$ cat config.mk
export PLATFORM = sky130hd
export DESIGN_NAME = adc_byte_seq
export DESIGN_NICKNAME = d
export VERILOG_FILES = /design/src/rtl/adc_seq_pkg.sv /design/src/rtl/adc_busy_edge.sv /design/src/rtl/adc_burst_rd.sv /design/src/rtl/adc_buf_track.sv /design/src/rtl/adc_byte_seq.sv
export SDC_FILE = /design/constraint.sdc
export NUM_CORES = 1
export LEC_CHECK = 0
export BUFFER_PORTS_ARGS = -buffer_cell sky130_fd_sc_hd__buf_2
export CORE_UTILIZATION = 35
export CTS_BUF_LIST = sky130_fd_sc_hd__clkbuf_4
export CTS_CLUSTER_SIZE = 10
export DETAILED_ROUTE_END_ITERATION = 6
export PLACE_DENSITY = 0.63
export SETUP_SLACK_MARGIN = 0.3
export SYNTH_ARGS = -nofsm -noshare
export SYNTH_HDL_FRONTEND = slang
export SYNTH_HIERARCHICAL = 1
export SYNTH_SLANG_ARGS = --single-unit
$ cat constraint.sdc
create_clock -name clk -period 7.2 [get_ports clk]
set_input_delay 0.72 -clock clk [delete_from_list [all_inputs] [get_ports clk]]
set_output_delay 0.72 -clock clk [all_outputs]
set_load 0.005 [all_outputs]
$ cat src/rtl/adc_seq_pkg.sv
package adc_seq_pkg;
  typedef enum logic [1:0] {
    RD_IDLE = 2'd0,
    RD_LOW  = 2'd1,
    RD_HIGH = 2'd2
  } rd_state_t;
endpackage

$ cat src/rtl/adc_busy_edge.sv
module adc_busy_edge #(
  parameter int SYNC_STAGES = 2
) (
  input  logic clk,
  input  logic rst_n,
  input  logic busy_in,
  output logic busy_fall
);
  logic [SYNC_STAGES:0] sync_q;
  logic [SYNC_STAGES:0] sync_d;

  always_comb sync_d = {sync_q[SYNC_STAGES-1:0], busy_in};

  always_ff @(posedge clk or negedge rst_n) begin
    if (!rst_n) sync_q <= '0;
    else        sync_q <= sync_d;
  end

  // previous synchronised level high, current low
  assign busy_fall = sync_q[SYNC_STAGES] & ~sync_q[SYNC_STAGES-1];
endmodule

$ cat src/rtl/adc_burst_rd.sv
module adc_burst_rd
  import adc_seq_pkg::*;
#(
  parameter int NUM_CH   = 8,
  parameter int SAMPLE_W = 16,
  parameter int BUS_W    = 8
) (
  input  logic                clk,
  input  logic                rst_n,
  input  logic                start,
  input  logic                halt,
  input  logic [BUS_W-1:0]    adc_data,
  output logic                oe_n,
  output logic                byte_stb,
  output logic                in_burst,
  output logic                word_vld,
  output logic [SAMPLE_W-1:0] word_data
);
  localparam int BYTES_PER_CH = SAMPLE_W / BUS_W;
  localparam int BURST_BYTES  = NUM_CH * BYTES_PER_CH;
  localparam int BC_W         = $clog2(BURST_BYTES + 1);
  localparam int PART_W       = $clog2(BYTES_PER_CH);
  localparam logic [PART_W-1:0] PART_LAST = PART_W'(BYTES_PER_CH - 1);

  rd_state_t            st_q, st_d;
  logic                 oe_q, oe_d;
  logic [BC_W-1:0]      bcnt_q, bcnt_d;
  logic [PART_W-1:0]    part_q, part_d;
  logic [SAMPLE_W-1:0]  acc_q, acc_d;
  logic                 wv_q, wv_d;
  logic [SAMPLE_W-1:0]  wd_q, wd_d;

  always_comb begin
    st_d   = st_q;
    oe_d   = oe_q;
    bcnt_d = bcnt_q;
    part_d = part_q;
    acc_d  = acc_q;
    wv_d   = 1'b0;
    wd_d   = wd_q;
    unique case (st_q)
      RD_IDLE: begin
        if (start) begin
          st_d   = RD_LOW;
          oe_d   = 1'b0;
          bcnt_d = '0;
          part_d = '0;
        end
      end
      RD_LOW: begin
        acc_d  = {acc_q[SAMPLE_W-BUS_W-1:0], adc_data};
        bcnt_d = bcnt_q + 1'b1;
        oe_d   = 1'b1;
        st_d   = RD_HIGH;
        if (part_q == PART_LAST) begin
          wv_d   = 1'b1;
          wd_d   = {acc_q[SAMPLE_W-BUS_W-1:0], adc_data};
          part_d = '0;
        end else begin
          part_d = part_q + 1'b1;
        end
      end
      RD_HIGH: begin
        if (halt || bcnt_q == BC_W'(BURST_BYTES)) begin
          st_d = RD_IDLE;
        end else begin
          st_d = RD_LOW;
          oe_d = 1'b0;
        end
      end
      default: st_d = RD_IDLE;
    endcase
  end

  always_ff @(posedge clk or negedge rst_n) begin
    if (!rst_n) begin
      st_q   <= RD_IDLE;
      oe_q   <= 1'b1;
      bcnt_q <= '0;
      part_q <= '0;
      acc_q  <= '0;
      wv_q   <= 1'b0;
      wd_q   <= '0;
    end else begin
      st_q   <= st_d;
      oe_q   <= oe_d;
      bcnt_q <= bcnt_d;
      part_q <= part_d;
      acc_q  <= acc_d;
      wv_q   <= wv_d;
      wd_q   <= wd_d;
    end
  end

  assign oe_n      = oe_q;
  assign byte_stb  = (st_q == RD_LOW);
  assign in_burst  = (st_q != RD_IDLE);
  assign word_vld  = wv_q;
  assign word_data = wd_q;


  oe_single_low_chk: assert property (@(posedge clk) disable iff (!rst_n)
    !oe_n |=> oe_n);


  wr_after_strobe_chk: assert property (@(posedge clk) disable iff (!rst_n)
    word_vld |-> $past(!oe_n));
endmodule

$ cat src/rtl/adc_buf_track.sv
module adc_buf_track #(
  parameter int IDX_W = 4,
  parameter int CNT_W = 24,
  parameter int FR_W  = 24
) (
  input  logic             clk,
  input  logic             rst_n,
  input  logic             arm,
  input  logic             byte_stb,
  input  logic             word_vld,
  input  logic             overrun_evt,
  input  logic [FR_W-1:0]  frame_len,
  input  logic [CNT_W-1:0] xfer_len,
  output logic [IDX_W-1:0] wr_addr,
  output logic             frame_rdy,
  output logic [IDX_W-1:0] frame_idx,
  output logic             done,
  output logic             active,
  output logic             overrun
);
  logic [IDX_W-1:0] idx_q, idx_d;
  logic [CNT_W-1:0] byt_q, byt_d;
  logic [FR_W-1:0]  fcnt_q, fcnt_d;
  logic             frdy_q, frdy_d;
  logic [IDX_W-1:0] fidx_q, fidx_d;
  logic             done_q, done_d;
  logic             act_q, act_d;
  logic             ovr_q, ovr_d;

  always_comb begin
    idx_d  = idx_q;
    byt_d  = byt_q;
    fcnt_d = fcnt_q;
    frdy_d = 1'b0;
    fidx_d = fidx_q;
    done_d = done_q;
    act_d  = act_q;
    ovr_d  = ovr_q;
    if (arm) begin
      idx_d  = '0;
      byt_d  = '0;
      fcnt_d = '0;
      fidx_d = '0;
      done_d = 1'b0;
      act_d  = 1'b1;
      ovr_d  = 1'b0;
    end else begin
      if (word_vld) idx_d = idx_q + 1'b1;
      if (overrun_evt) ovr_d = 1'b1;
      if (act_q && byte_stb) begin
        byt_d = byt_q + 1'b1;
        if ((byt_q + 1'b1) == xfer_len) begin
          done_d = 1'b1;
          act_d  = 1'b0;
        end
      end
      if (act_q) begin
        if (fcnt_q == frame_len - 1'b1) begin
          fcnt_d = '0;
          frdy_d = 1'b1;
          fidx_d = idx_q + IDX_W'(word_vld);
        end else begin
          fcnt_d = fcnt_q + 1'b1;
        end
      end
    end
  end

  always_ff @(posedge clk or negedge rst_n) begin
    if (!rst_n) begin
      idx_q  <= '0;
      byt_q  <= '0;
      fcnt_q <= '0;
      frdy_q <= 1'b0;
      fidx_q <= '0;
      done_q <= 1'b0;
      act_q  <= 1'b0;
      ovr_q  <= 1'b0;
    end else begin
      idx_q  <= idx_d;
      byt_q  <= byt_d;
      fcnt_q <= fcnt_d;
      frdy_q <= frdy_d;
      fidx_q <= fidx_d;
      done_q <= done_d;
      act_q  <= act_d;
      ovr_q  <= ovr_d;
    end
  end

  assign wr_addr   = idx_q;
  assign frame_rdy = frdy_q;
  assign frame_idx = fidx_q;
  assign done      = done_q;
  assign active    = act_q;
  assign overrun   = ovr_q;


  addr_step_chk: assert property (@(posedge clk) disable iff (!rst_n)
    word_vld && !arm |=> wr_addr == $past(wr_addr) + 1'b1);


  frame_single_chk: assert property (@(posedge clk) disable iff (!rst_n)
    frame_rdy && frame_len > 1 |=> !frame_rdy);


  done_idle_chk: assert property (@(posedge clk) disable iff (!rst_n)
    done |-> !active);


  ovr_sticky_chk: assert property (@(posedge clk) disable iff (!rst_n)
    overrun && !arm |=> overrun);


  arm_clear_chk: assert property (@(posedge clk) disable iff (!rst_n)
    arm |=> active && !done && !overrun && wr_addr == '0);
endmodule

$ cat src/rtl/adc_byte_seq.sv
module adc_byte_seq #(
  parameter int NUM_CH      = 8,
  parameter int SAMPLE_W    = 16,
  parameter int BUS_W       = 8,
  parameter int BUF_DEPTH   = 16,
  parameter int FR_W        = 24,
  parameter int CNT_W       = 24,
  parameter int SYNC_STAGES = 2,
  localparam int IDX_W      = $clog2(BUF_DEPTH)
) (
  input  logic                clk,
  input  logic                rst_n,
  input  logic                arm,
  input  logic [FR_W-1:0]     frame_len,
  input  logic [CNT_W-1:0]    xfer_len,
  input  logic                busy_in,
  input  logic [BUS_W-1:0]    adc_data,
  output logic                oe_n,
  output logic                wr_en,
  output logic [IDX_W-1:0]    wr_addr,
  output logic [SAMPLE_W-1:0] wr_data,
  output logic                frame_rdy,
  output logic [IDX_W-1:0]    frame_idx,
  output logic                done,
  output logic                active,
  output logic                overrun
);
  logic busy_fall;
  logic byte_stb;
  logic in_burst;
  logic start;
  logic overrun_evt;

  adc_busy_edge #(.SYNC_STAGES(SYNC_STAGES)) u_edge (
    .clk      (clk),
    .rst_n    (rst_n),
    .busy_in  (busy_in),
    .busy_fall(busy_fall)
  );

  assign start       = busy_fall & active & ~in_burst;
  assign overrun_evt = busy_fall & active & in_burst;

  adc_burst_rd #(.NUM_CH(NUM_CH), .SAMPLE_W(SAMPLE_W), .BUS_W(BUS_W)) u_rd (
    .clk      (clk),
    .rst_n    (rst_n),
    .start    (start),
    .halt     (done),
    .adc_data (adc_data),
    .oe_n     (oe_n),
    .byte_stb (byte_stb),
    .in_burst (in_burst),
    .word_vld (wr_en),
    .word_data(wr_data)
  );

  adc_buf_track #(.IDX_W(IDX_W), .CNT_W(CNT_W), .FR_W(FR_W)) u_trk (
    .clk        (clk),
    .rst_n      (rst_n),
    .arm        (arm),
    .byte_stb   (byte_stb),
    .word_vld   (wr_en),
    .overrun_evt(overrun_evt),
    .frame_len  (frame_len),
    .xfer_len   (xfer_len),
    .wr_addr    (wr_addr),
    .frame_rdy  (frame_rdy),
    .frame_idx  (frame_idx),
    .done       (done),
    .active     (active),
    .overrun    (overrun)
  );


  idle_quiet_chk: assert property (@(posedge clk) disable iff (!rst_n)
    !active && !in_burst |=> oe_n);
endmodule

==> metrics, run 1 <==
combinational share of power=28.3%; Placer Congestion=0.874; Die X=136 um; number of distinct library cells after synthesis=77; setup bufs post-CTS=0; Initial DRC Count=262; # resized after CTS=0; Post-Syn Area per Cell=9.68 um^2; Via density=5.22; initial antenna violation count=1; R2R Setup Slk=3860 ps; Final Worst Setup Slack=3850 ps; Site Rows=48; remaining antenna violation count=0; Nets=790; main area contributors after synthesis=dfrtp_1 38%, xnor2_1 7.1%, xor2_1 5.6%; Core Area=17400 um^2; Worst EP arrival=3740 ps; endpoint class of the critical path=flop; Worst-Skew Late Latency=470 ps; IO Port Bufs=89; hold_buf cts=0; asr flop ratio synth=100%; Final Setup Violations=0; first-pass GRT wire length=23600 um; Worst-Margin Slew=926 ps; CP Class=input port to flop; HP Class=input port to asynchronous set/reset pin; Die H=136 um; Seq pwr share=52.0%; pin count of the biggest net entering global routing=62; fin crit share=46.5%; setup TNS=0 ps; routed len/inst=14.8 um; worst path required time=7590 ps; internal power=0.943 mW; 1st-pass router iterations=4; clock share of power=19.7%; vias in the first global route=4839; top_reg_cell synth=dfrtp_1; reg2reg end=u_trk/active; clk_skew=24.0 ps; pre-CTS WS=3390 ps; post-route minimum period=3350 ps; critical path startpoint=frame_len[0]; # clock sinks=97; post-synthesis sequential area ratio=38.7%; Pwr per Cell Area=198 nW/um^2; DPL Wire Length=10200 um; LEAKAGE=2.90 nW; Fin Hold WS=237 ps; Worst Reg2Reg Path Length in Cells=8; drt total wl=14100 um; Critical Path Start Type=input port; cts bufs inserted=9; RR Startpoint=u_rd/st_q[0]; vias=4979; Max-Cap Viols=0; Synth Instances=649; area delta synth->final=11.1%; Top-Level Pins=90; Slew headroom=38.0%; Yosys reg bits=97; syn nets=717; area leader, netlist=dfrtp_1; layout cells sized above 1=25.6%; Starting Density=36.1%; clock-pin slew on the worst setup and hold paths=170 ps; crit path max fanout=25; Synth top cells by count=96 x dfrtp_1, 51 x xnor2_1, 50 x nand2_1; number of remaining DRC errors=0; GRT Util Overall=16.0%; die area=18500 um^2; Synth top area share=38.2%; NetSw=0.439 mW; Worst IR Drop VDD=0.191 mV; switching share of total power=31.8%; htree depth=3; RSZ-0062 raised after global routing=false; final slew viol count=0; most frequent cell after synthesis=dfrtp_1; CTS tree=built; Pwr Total=1.38 mW; status=complete, no violations; mapped cell area=6280 um^2; Fmax=0.299 GHz; Clock Tree Root=clkbuf_4; endpoints failing hold=0; total congestion overflow=0; Post-synth EDFFs=0; Longest Clk Path Bufs=2; Warnings, synthesis=6
==> registers in the layout, indices dropped and copies added, names as in the netlist <==
signal / count
u_trk/byt_q: 24
u_trk/fcnt_q: 24
u_rd/word_data: 16
u_rd/acc_q: 8
u_rd/bcnt_q: 5
u_trk/frame_idx: 4
u_trk/wr_addr: 4
u_edge/sync_q: 3
u_rd/st_q: 2
u_rd/oe_n: 1
u_rd/part_q: 1
u_rd/word_vld: 1
u_trk/active: 1
u_trk/done: 1
u_trk/frame_rdy: 1
u_trk/overrun: 1
==> stage by stage <==
stage	util, %	instance area [um^2]	std cells
2_1_floorplan	-	6280	649
3_3_place_gp	39.3	6850	936
3_5_place_dp	39.3	6850	936
4_1_cts	40.1	6980	952
5_1_grt	40.1	6980	953
6_report	40.1	6980	953
==> routing by layer <==
metal | vias to the layer above | part of all wire (%) | track usage (%)
met1 | 2375 | 48 | 22.1
met4 | 0 | 1.3 | 5.74
met5 | - | 0 | 0
met3 | 13 | 4.8 | 3.62
li1 | 2493 | - | -
met2 | 98 | 45 | 24.5
==> power by group through the flow <==
stage               sequential, mW  clock, mW  combinational (mW)
floorplan                    0.722          0               0.269
global placement             0.728          0               0.388
detailed placement           0.730          0               0.399
CTS                          0.721      0.289               0.398
global route                 0.736      0.308               0.436
finish                       0.719      0.272               0.391
==> cell usage in the layout (no fill, tap or decap), types with 5 or more instances in the layout <==
cell / Yosys / layout
a211oi_1: 6 / 6
a21oi_1: 19 / 19
and3_1: 9 / 9
and4_1: 7 / 7
buf_2: 0 / 88
clkbuf_4: 0 / 11
dfrtp_1: 96 / 96
ha_1: 8 / 8
inv_1: 14 / 14
mux2_2: 17 / 17
mux2_4: 9 / 9
mux2i_1: 6 / 6
nand2_1: 50 / 50
nand2_2: 5 / 5
nand2b_1: 7 / 7
nand3_1: 24 / 24
nand4_1: 18 / 18
nor2_1: 44 / 44
nor2b_1: 8 / 8
nor3_1: 21 / 21
nor3_2: 20 / 20
nor4_1: 9 / 9
o21ai_0: 23 / 23
or3_1: 18 / 18
or4_1: 10 / 10
xnor2_1: 51 / 51
xor2_1: 40 / 40
==> area by class of cell <==
type | count | area, um^2
antenna | 1 | 2.50
clock buffer | 11 | 82.6
clock inverter | 5 | 40.0
fill | 1786 | 10400
inverter | 14 | 52.6
multi-input combinational | 508 | 3620
sequential | 97 | 2430
tap | 225 | 282
timing repair buffer | 92 | 470
==> logic make-up (layout without fill, tap and decap cells) <==
group,after synthesis,in the layout,share of synthesized area (%)
muxes,32,32,6.16
AOI/OAI and AO/OA,94,94,10.2
buffers and inverters,44,122,3.71
adders and majority gates,8,8,1.59
xor gates and xnor gates,91,91,12.7
and+or+nand+nor,283,283,27.0
other,0,1,0
DFF,97,97,38.7
==> worst max path at each step <==
stage                         endpoint
floorplan             u_trk/fcnt_q[10]
global placement    u_trk/frame_idx[1]
detailed placement  u_trk/frame_idx[2]
CTS                       u_trk/active
global route              u_trk/active
finish              u_trk/frame_idx[0]
==> worst max-delay path: stages <==
cell and delay (ps):
buf_2 160, inv_1 70, ha_1 260, or3b_2 520
or2_1 310, nor4_1 350, mux2i_1 170, nor4b_4 330
and4_1 230, buf_4 370, nand2_2 90, a21oi_2 140
No activity file was read; power rests on OpenSTA's default activity.
==> inputs of run 2 (changes only) <==
==> constraint.sdc (replaced) <==
create_clock -name clk -period 3.4 [get_ports clk]
set_input_delay 0.34 -clock clk [delete_from_list [all_inputs] [get_ports clk]]
set_output_delay 0.34 -clock clk [all_outputs]
set_load 0.005 [all_outputs]
==> run 2 against run 1 <==
  * Core utilization up 0.48 points
  * Critical path depth fell by 4
  * Sequential power up 110%
  * Worst hold slack got worse by 160 ps
  * First-iteration DRC count shrank 22%
  * Routed wire length fell by 0.18%
  * Register-to-register slack worse by 3300 ps
  * Die area unchanged
  * Critical endpoint is now u_trk/active
  * Highest routed layer unchanged
==> metrics, run 2 (synthesized netlist as in run 1, its figures left out) <==
post-route minimum period=2880 ps; Layout fillers=1784 (-0.11%); CP Class=flop to flop; Worst-Skew Late Latency=490 ps (+20 ps); Final Worst Setup Slack=522 ps (-3330 ps); Longest Clk Path Bufs=2 (unchanged); status=complete, no violations; commonest non-fill, non-tap cell in the layout=dfrtp_1; CTS tree=built; Die X=136 um (unchanged); layout cells sized above 1=26.1% (+0.54 points); Worst EP arrival=3270 ps (-470 ps); 1st-pass router iterations=5 (+1); Pwr Total=2.98 mW (+120%); endpoint class of the critical path=flop; routed len/inst=14.7 um (-0.59%); DPL Wire Length=10200 um (+0.25%); Clock Tree Root=clkbuf_4; clk_skew=21.0 ps (-2.98 ps); vias in the first global route=4568 (-5.6%); crit path max fanout=7 (-72%); Die H=136 um (unchanged); DP Area=6900 um^2 (+0.68%); # clock sinks=97 (unchanged); Top-Level Pins=90 (unchanged); Worst-Margin Slew=791 ps (-135 ps); Nets=794 (+0.51%); vias=4960 (-0.38%); critical path startpoint=u_trk/byt_q[0]; Starting Density=36.1% (unchanged); Max-Cap Viols=0 (unchanged); remaining antenna violation count=0 (unchanged); first-pass GRT wire length=23000 um (-2.7%); GRT Util Overall=15.8% (-0.28 points); die area=18500 um^2 (unchanged); Core Area=17400 um^2 (unchanged); setup bufs post-CTS=0 (unchanged); setup TNS=0 ps (unchanged); fin crit share=84.7%; area delta synth->final=12.4%; Via density=5.18 (-0.80%); Site Rows=48 (unchanged); Final Setup Violations=0 (unchanged); IO Port Bufs=89 (unchanged); LEAKAGE=2.92 nW (+0.83%); Post-Route Utilization=40.5% (+0.48 points); Critical Path Start Type=flop; total congestion overflow=0 (unchanged); RR Startpoint=u_trk/byt_q[0]; number of remaining DRC errors=0 (unchanged); endpoints failing hold=0 (unchanged); Pwr per Cell Area=421 nW/um^2 (+110%); clock-pin slew on the worst setup and hold paths=170 ps (about the same); drt total wl=14100 um (-0.18%); Fmax=0.347 GHz; htree depth=3 (unchanged); Worst IR Drop VDD=0.383 mV (+100%); fin area=7060 um^2 (+1.2%); pre-CTS WS=139 ps (-3250 ps); final slew viol count=0 (unchanged); pin count of the biggest net entering global routing=61 (-1.6%); worst path required time=3790 ps (-3800 ps); RSZ-0062 raised after global routing=false; most frequent cells in the layout=94 x dfrtp_1, 88 x buf_2, 51 x xnor2_1; initial antenna violation count=1 (unchanged); Placer Congestion=0.861 (-1.5%); Slew headroom=47.3% (+9.3 points); HP Class=input port to flop; hold_sp=adc_data[2]; cts bufs inserted=9 (unchanged); Initial DRC Count=205 (-22%)
## run 2: path summary, 6_finish.rpt
check                                   end  slack (ps)  cells after the start
setup / recovery               u_trk/active         520                      8
hold / removal                u_rd/acc_q[2]          80                      2
setup reg to reg               u_trk/active         520                      8
hold reg to reg            u_edge/sync_q[1]         370                      0
max in group asynchronous      u_trk/active        2330                      3
min in group asynchronous   u_trk/byt_q[22]         380                      2
## run 2: repair_timing
item | in CTS | in global routing
endpoints found under the hold margin | 46 | 0
hold buffers | 2 | 0
gates resized for setup | 0 | 2
endpoints found under the setup margin | 0 | 1
## run 2: per-layer routing
layer,up-vias,GRT usage [%],routed length [um],part of all wire [%]
met4,0,7.16,323,2.3
met1,2341,22.4,6950,49
met3,21,2.27,568,4.0
met5,-,0,0,0
li1,2488,-,-,-
met2,110,23.5,6240,44
## run 2: report_power, final
part,total [mW],internal (mW),switching [mW]
registers,1.52,1.37,0.153
logic,0.845,0.467,0.378
clock network,0.611,0.170,0.441
total,2.98,2.00,0.971
## run 2: area by class of cell
type | instances | area, um^2 | area share [%]
Sequential cell | 97 | 2430 | 34.4
Antenna cell | 1 | 2.50 | 0.0354
Tap cell | 225 | 282 | 3.99
Multi-Input combinational cell | 508 | 3630 | 51.3
Timing Repair Buffer | 96 | 531 | 7.51
Inverter | 14 | 52.6 | 0.744
Clock buffer | 9 | 67.6 | 0.957
Clock inverter | 7 | 70.1 | 0.992
## run 2: critical path, cell delays in order (launching register included)
cell and delay, ps:
dfrtp_1 470, nand3_1 230, or3_1 400, a32o_1 230, a2111o_1 270, or4_1 530, nor3_1 220, nand4_1 220
and2_1 230
## run 2: metrics by stage
| step | std cells | hold slack (ps) |
|---|---|---|
| detailed placement | 938 | 338 |
| floorplan | 649 | 44.4 |
| finish | 957 | 77.6 |
| global placement | 938 | 335 |
| global route | 957 | 39.7 |
| CTS | 956 | 34.9 |
==> inputs of run 3 (changes only) <==
==> constraint.sdc (replaced) <==
create_clock -name clk -period 3 [get_ports clk]
set_input_delay 0.3 -clock clk [delete_from_list [all_inputs] [get_ports clk]]
set_output_delay 0.3 -clock clk [all_outputs]
set_load 0.005 [all_outputs]
==> run 3 against run 2 <==
  * Count of clock-buffer cells in the layout increased by 2
  * Sequential share of layout area decreased by 1.3 points
  * Clock power increased by 35%
  * Setup slack got worse by 100 ps
  * Core utilization increased by 1.7 points
  * Combinational power increased by 21%
  * Die area unchanged
  * Sequential power increased by 13%
  * Critical path depth increased by 2
  * Critical path type is now input port to flop
  * Largest cell class unchanged
  * Largest power group unchanged
==> metrics, run 3 (synthesized netlist as in run 1, its figures left out) <==
RSZ-0062 raised after global routing=false; Initial DRC Count=254 (+24%); clk_skew=19.5 ps (-1.51 ps); routed len/inst=14.4 um (-2.1%); Placer Congestion=0.819 (-4.8%); Worst-Skew Late Latency=480 ps (about the same); Site Rows=48 (unchanged); CP max-delay cell=or4_4; Layout fillers=1767 (-0.95%); multi-input logic area=3660 um^2 (+1.1%); Final Setup Violations=0 (unchanged); Worst Reg2Reg Path Length in Cells=8 (unchanged); clock-pin slew on the worst setup and hold paths=160 ps (about the same); Worst IR Drop VDD=0.369 mV (-3.7%); drt total wl=14200 um (+0.82%); initial antenna violation count=1 (unchanged); Worst-Margin Slew=780 ps (-11.2 ps); WP buf/inv=2 (+2); hold-critical path endpoint=u_rd/word_data[7]; Die X=136 um (unchanged); vias=5088 (+2.6%); most frequent cells in the layout=88 x buf_2, 88 x dfrtp_1, 51 x xnor2_1; Critical Path Start Type=input port; worst path required time=3400 ps (-390 ps); first-pass GRT wire length=23400 um (+2.0%); post-route minimum period=2580 ps; final slew viol count=0 (unchanged); number of remaining DRC errors=0 (unchanged); RR Startpoint=u_trk/byt_q[3]; Fmax=0.388 GHz; HP Class=input port to flop; remaining antenna violation count=0 (unchanged); LEAKAGE=3.01 nW (+3.1%); R2R Setup Slk=450 ps (-70 ps); endpoint class of the critical path=flop; Top-Level Pins=90 (unchanged); instance count on the critical path=10 (+2); CP max stage delay=560 ps (+30 ps); Min-Delay Path Depth=2 (unchanged); Longest Clk Path Bufs=2 (unchanged); Slew headroom=48.0% (+0.75 points); Post-Route Utilization=42.2% (+1.7 points); Clock Tree Root=clkbuf_4; Worst EP arrival=2980 ps (-290 ps); pin count of the biggest net entering global routing=60 (-1.6%); hold_sp=adc_data[7]; Pwr per Cell Area=484 nW/um^2 (+15%); endpoints failing hold=0 (unchanged); Starting Density=36.1% (unchanged); CP Cell Sequence=buf_2 -> or4_4 -> or4_4 -> or4_1 -> a211oi_1 -> a311o_1 -> and4_1 -> buf_12 -> nand2_2 -> a21oi_2; vias in the first global route=4698 (+2.8%); reg2reg end=u_trk/active; register area=2440 um^2 (+0.31%); total congestion overflow=0 (unchanged); 1st-pass router iterations=5 (unchanged); Core Area=17400 um^2 (unchanged); CP most frequent cell=or4_4; CTS tree=built; htree depth=3 (unchanged); status=complete, no violations; fin crit share=85.9%; CP Class=input port to flop; kind of cell adding the most delay to the critical path=simple AND/OR/NAND/NOR gates; Via density=5.16 (-0.44%); area delta synth->final=17.1%; GRT Util Overall=16.1% (+0.38 points); crit path max fanout=19 (+12); layout cells sized above 1=30.4% (+4.3 points); Max-Cap Viols=0 (unchanged); DPL Wire Length=10400 um (+1.5%); cts bufs inserted=9 (unchanged); Nets=823 (+3.7%); setup TNS=0 ps (unchanged); Die H=136 um (unchanged); die area=18500 um^2 (unchanged); IO Port Bufs=89 (unchanged); # clock sinks=97 (unchanged)
-- run 3: cell types whose count changed in the layout (fill, tap and decap cells not counted), sizes merged --
| cell | change |
|---|---|
| clkinvlp | -1 |
| buf | +29 |
| clkbuf | +2 |
| inv | -1 |
| bufinv | +2 |
| clkinv | -2 |
-- run 3: worst max-delay path by stage --
stage / start / to / slack (ps)
after floorplan: frame_len[13] / u_trk/fcnt_q[10] / 210
after global placement: frame_len[7] / u_trk/frame_idx[0] / -30
after detailed placement: frame_len[7] / u_trk/frame_idx[0] / -40
after CTS: u_trk/byt_q[0] / u_trk/active / 330
after global routing: u_trk/byt_q[6] / u_trk/active / 320
final: frame_len[7] / u_trk/frame_idx[0] / 420
-- run 3: power breakdown --
| group | internal (mW) | switching, mW | total (mW) |
|---|---|---|---|
| registers | 1.55 | 0.166 | 1.72 |
| clock network | 0.366 | 0.459 | 0.825 |
| logic | 0.570 | 0.447 | 1.02 |
| total | 2.49 | 1.07 | 3.56 |
-- run 3: metal layers --
layer / wire length [um] / track usage [%] / vias up
li1: - / - / 2555
met1: 7050 / 23.1 / 2416
met2: 6240 / 24.4 / 102
met3: 629 / 2.09 / 15
met4: 271 / 6.73 / 0
met5: 0 / 0 / -
-- run 3: per-stage QoR --
step                cells  setup slack [ps]  power (mW)  cell area, um^2  hold slack [ps]
floorplan             649               207        2.38             6300             4.41
global placement      964             -27.2        2.73             7110              333
detailed placement    964             -35.8        2.75             7110              340
CTS                   982               333        3.61             7300             4.34
global route          986               324        3.79             7360             10.1
finish                986               422        3.56             7360             49.1
-- run 3: what timing repair did --
action	4_1_cts	5_1_grt
endpoints found under the setup margin	1	2
hold buffers	2	0
buffers inserted	0	3
gates resized for setup	4	9
hold endpoints to repair	48	0
pin swaps	0	2
-- run 3: final cells by class --
cell class	instances	share of cell area, %
Multi-Input combinational cell	508	49.8
Sequential cell	97	33.1
Timing Repair Buffer	125	10.2
Tap cell	225	3.83
Clock inverter	5	1.17
Clock buffer	11	1.12
Inverter	14	0.714
Antenna cell	1	0.0340
-- run 3: worst reg2reg max path, stage by stage, from the launching register on --
cell and delay (ps):
dfrtp_2 450, nand2_1 100, or3_1 380, a32o_1 230, a2111o_1 270, or4_1 550, nor3_2 130, nand4_1 160
and2_1 210
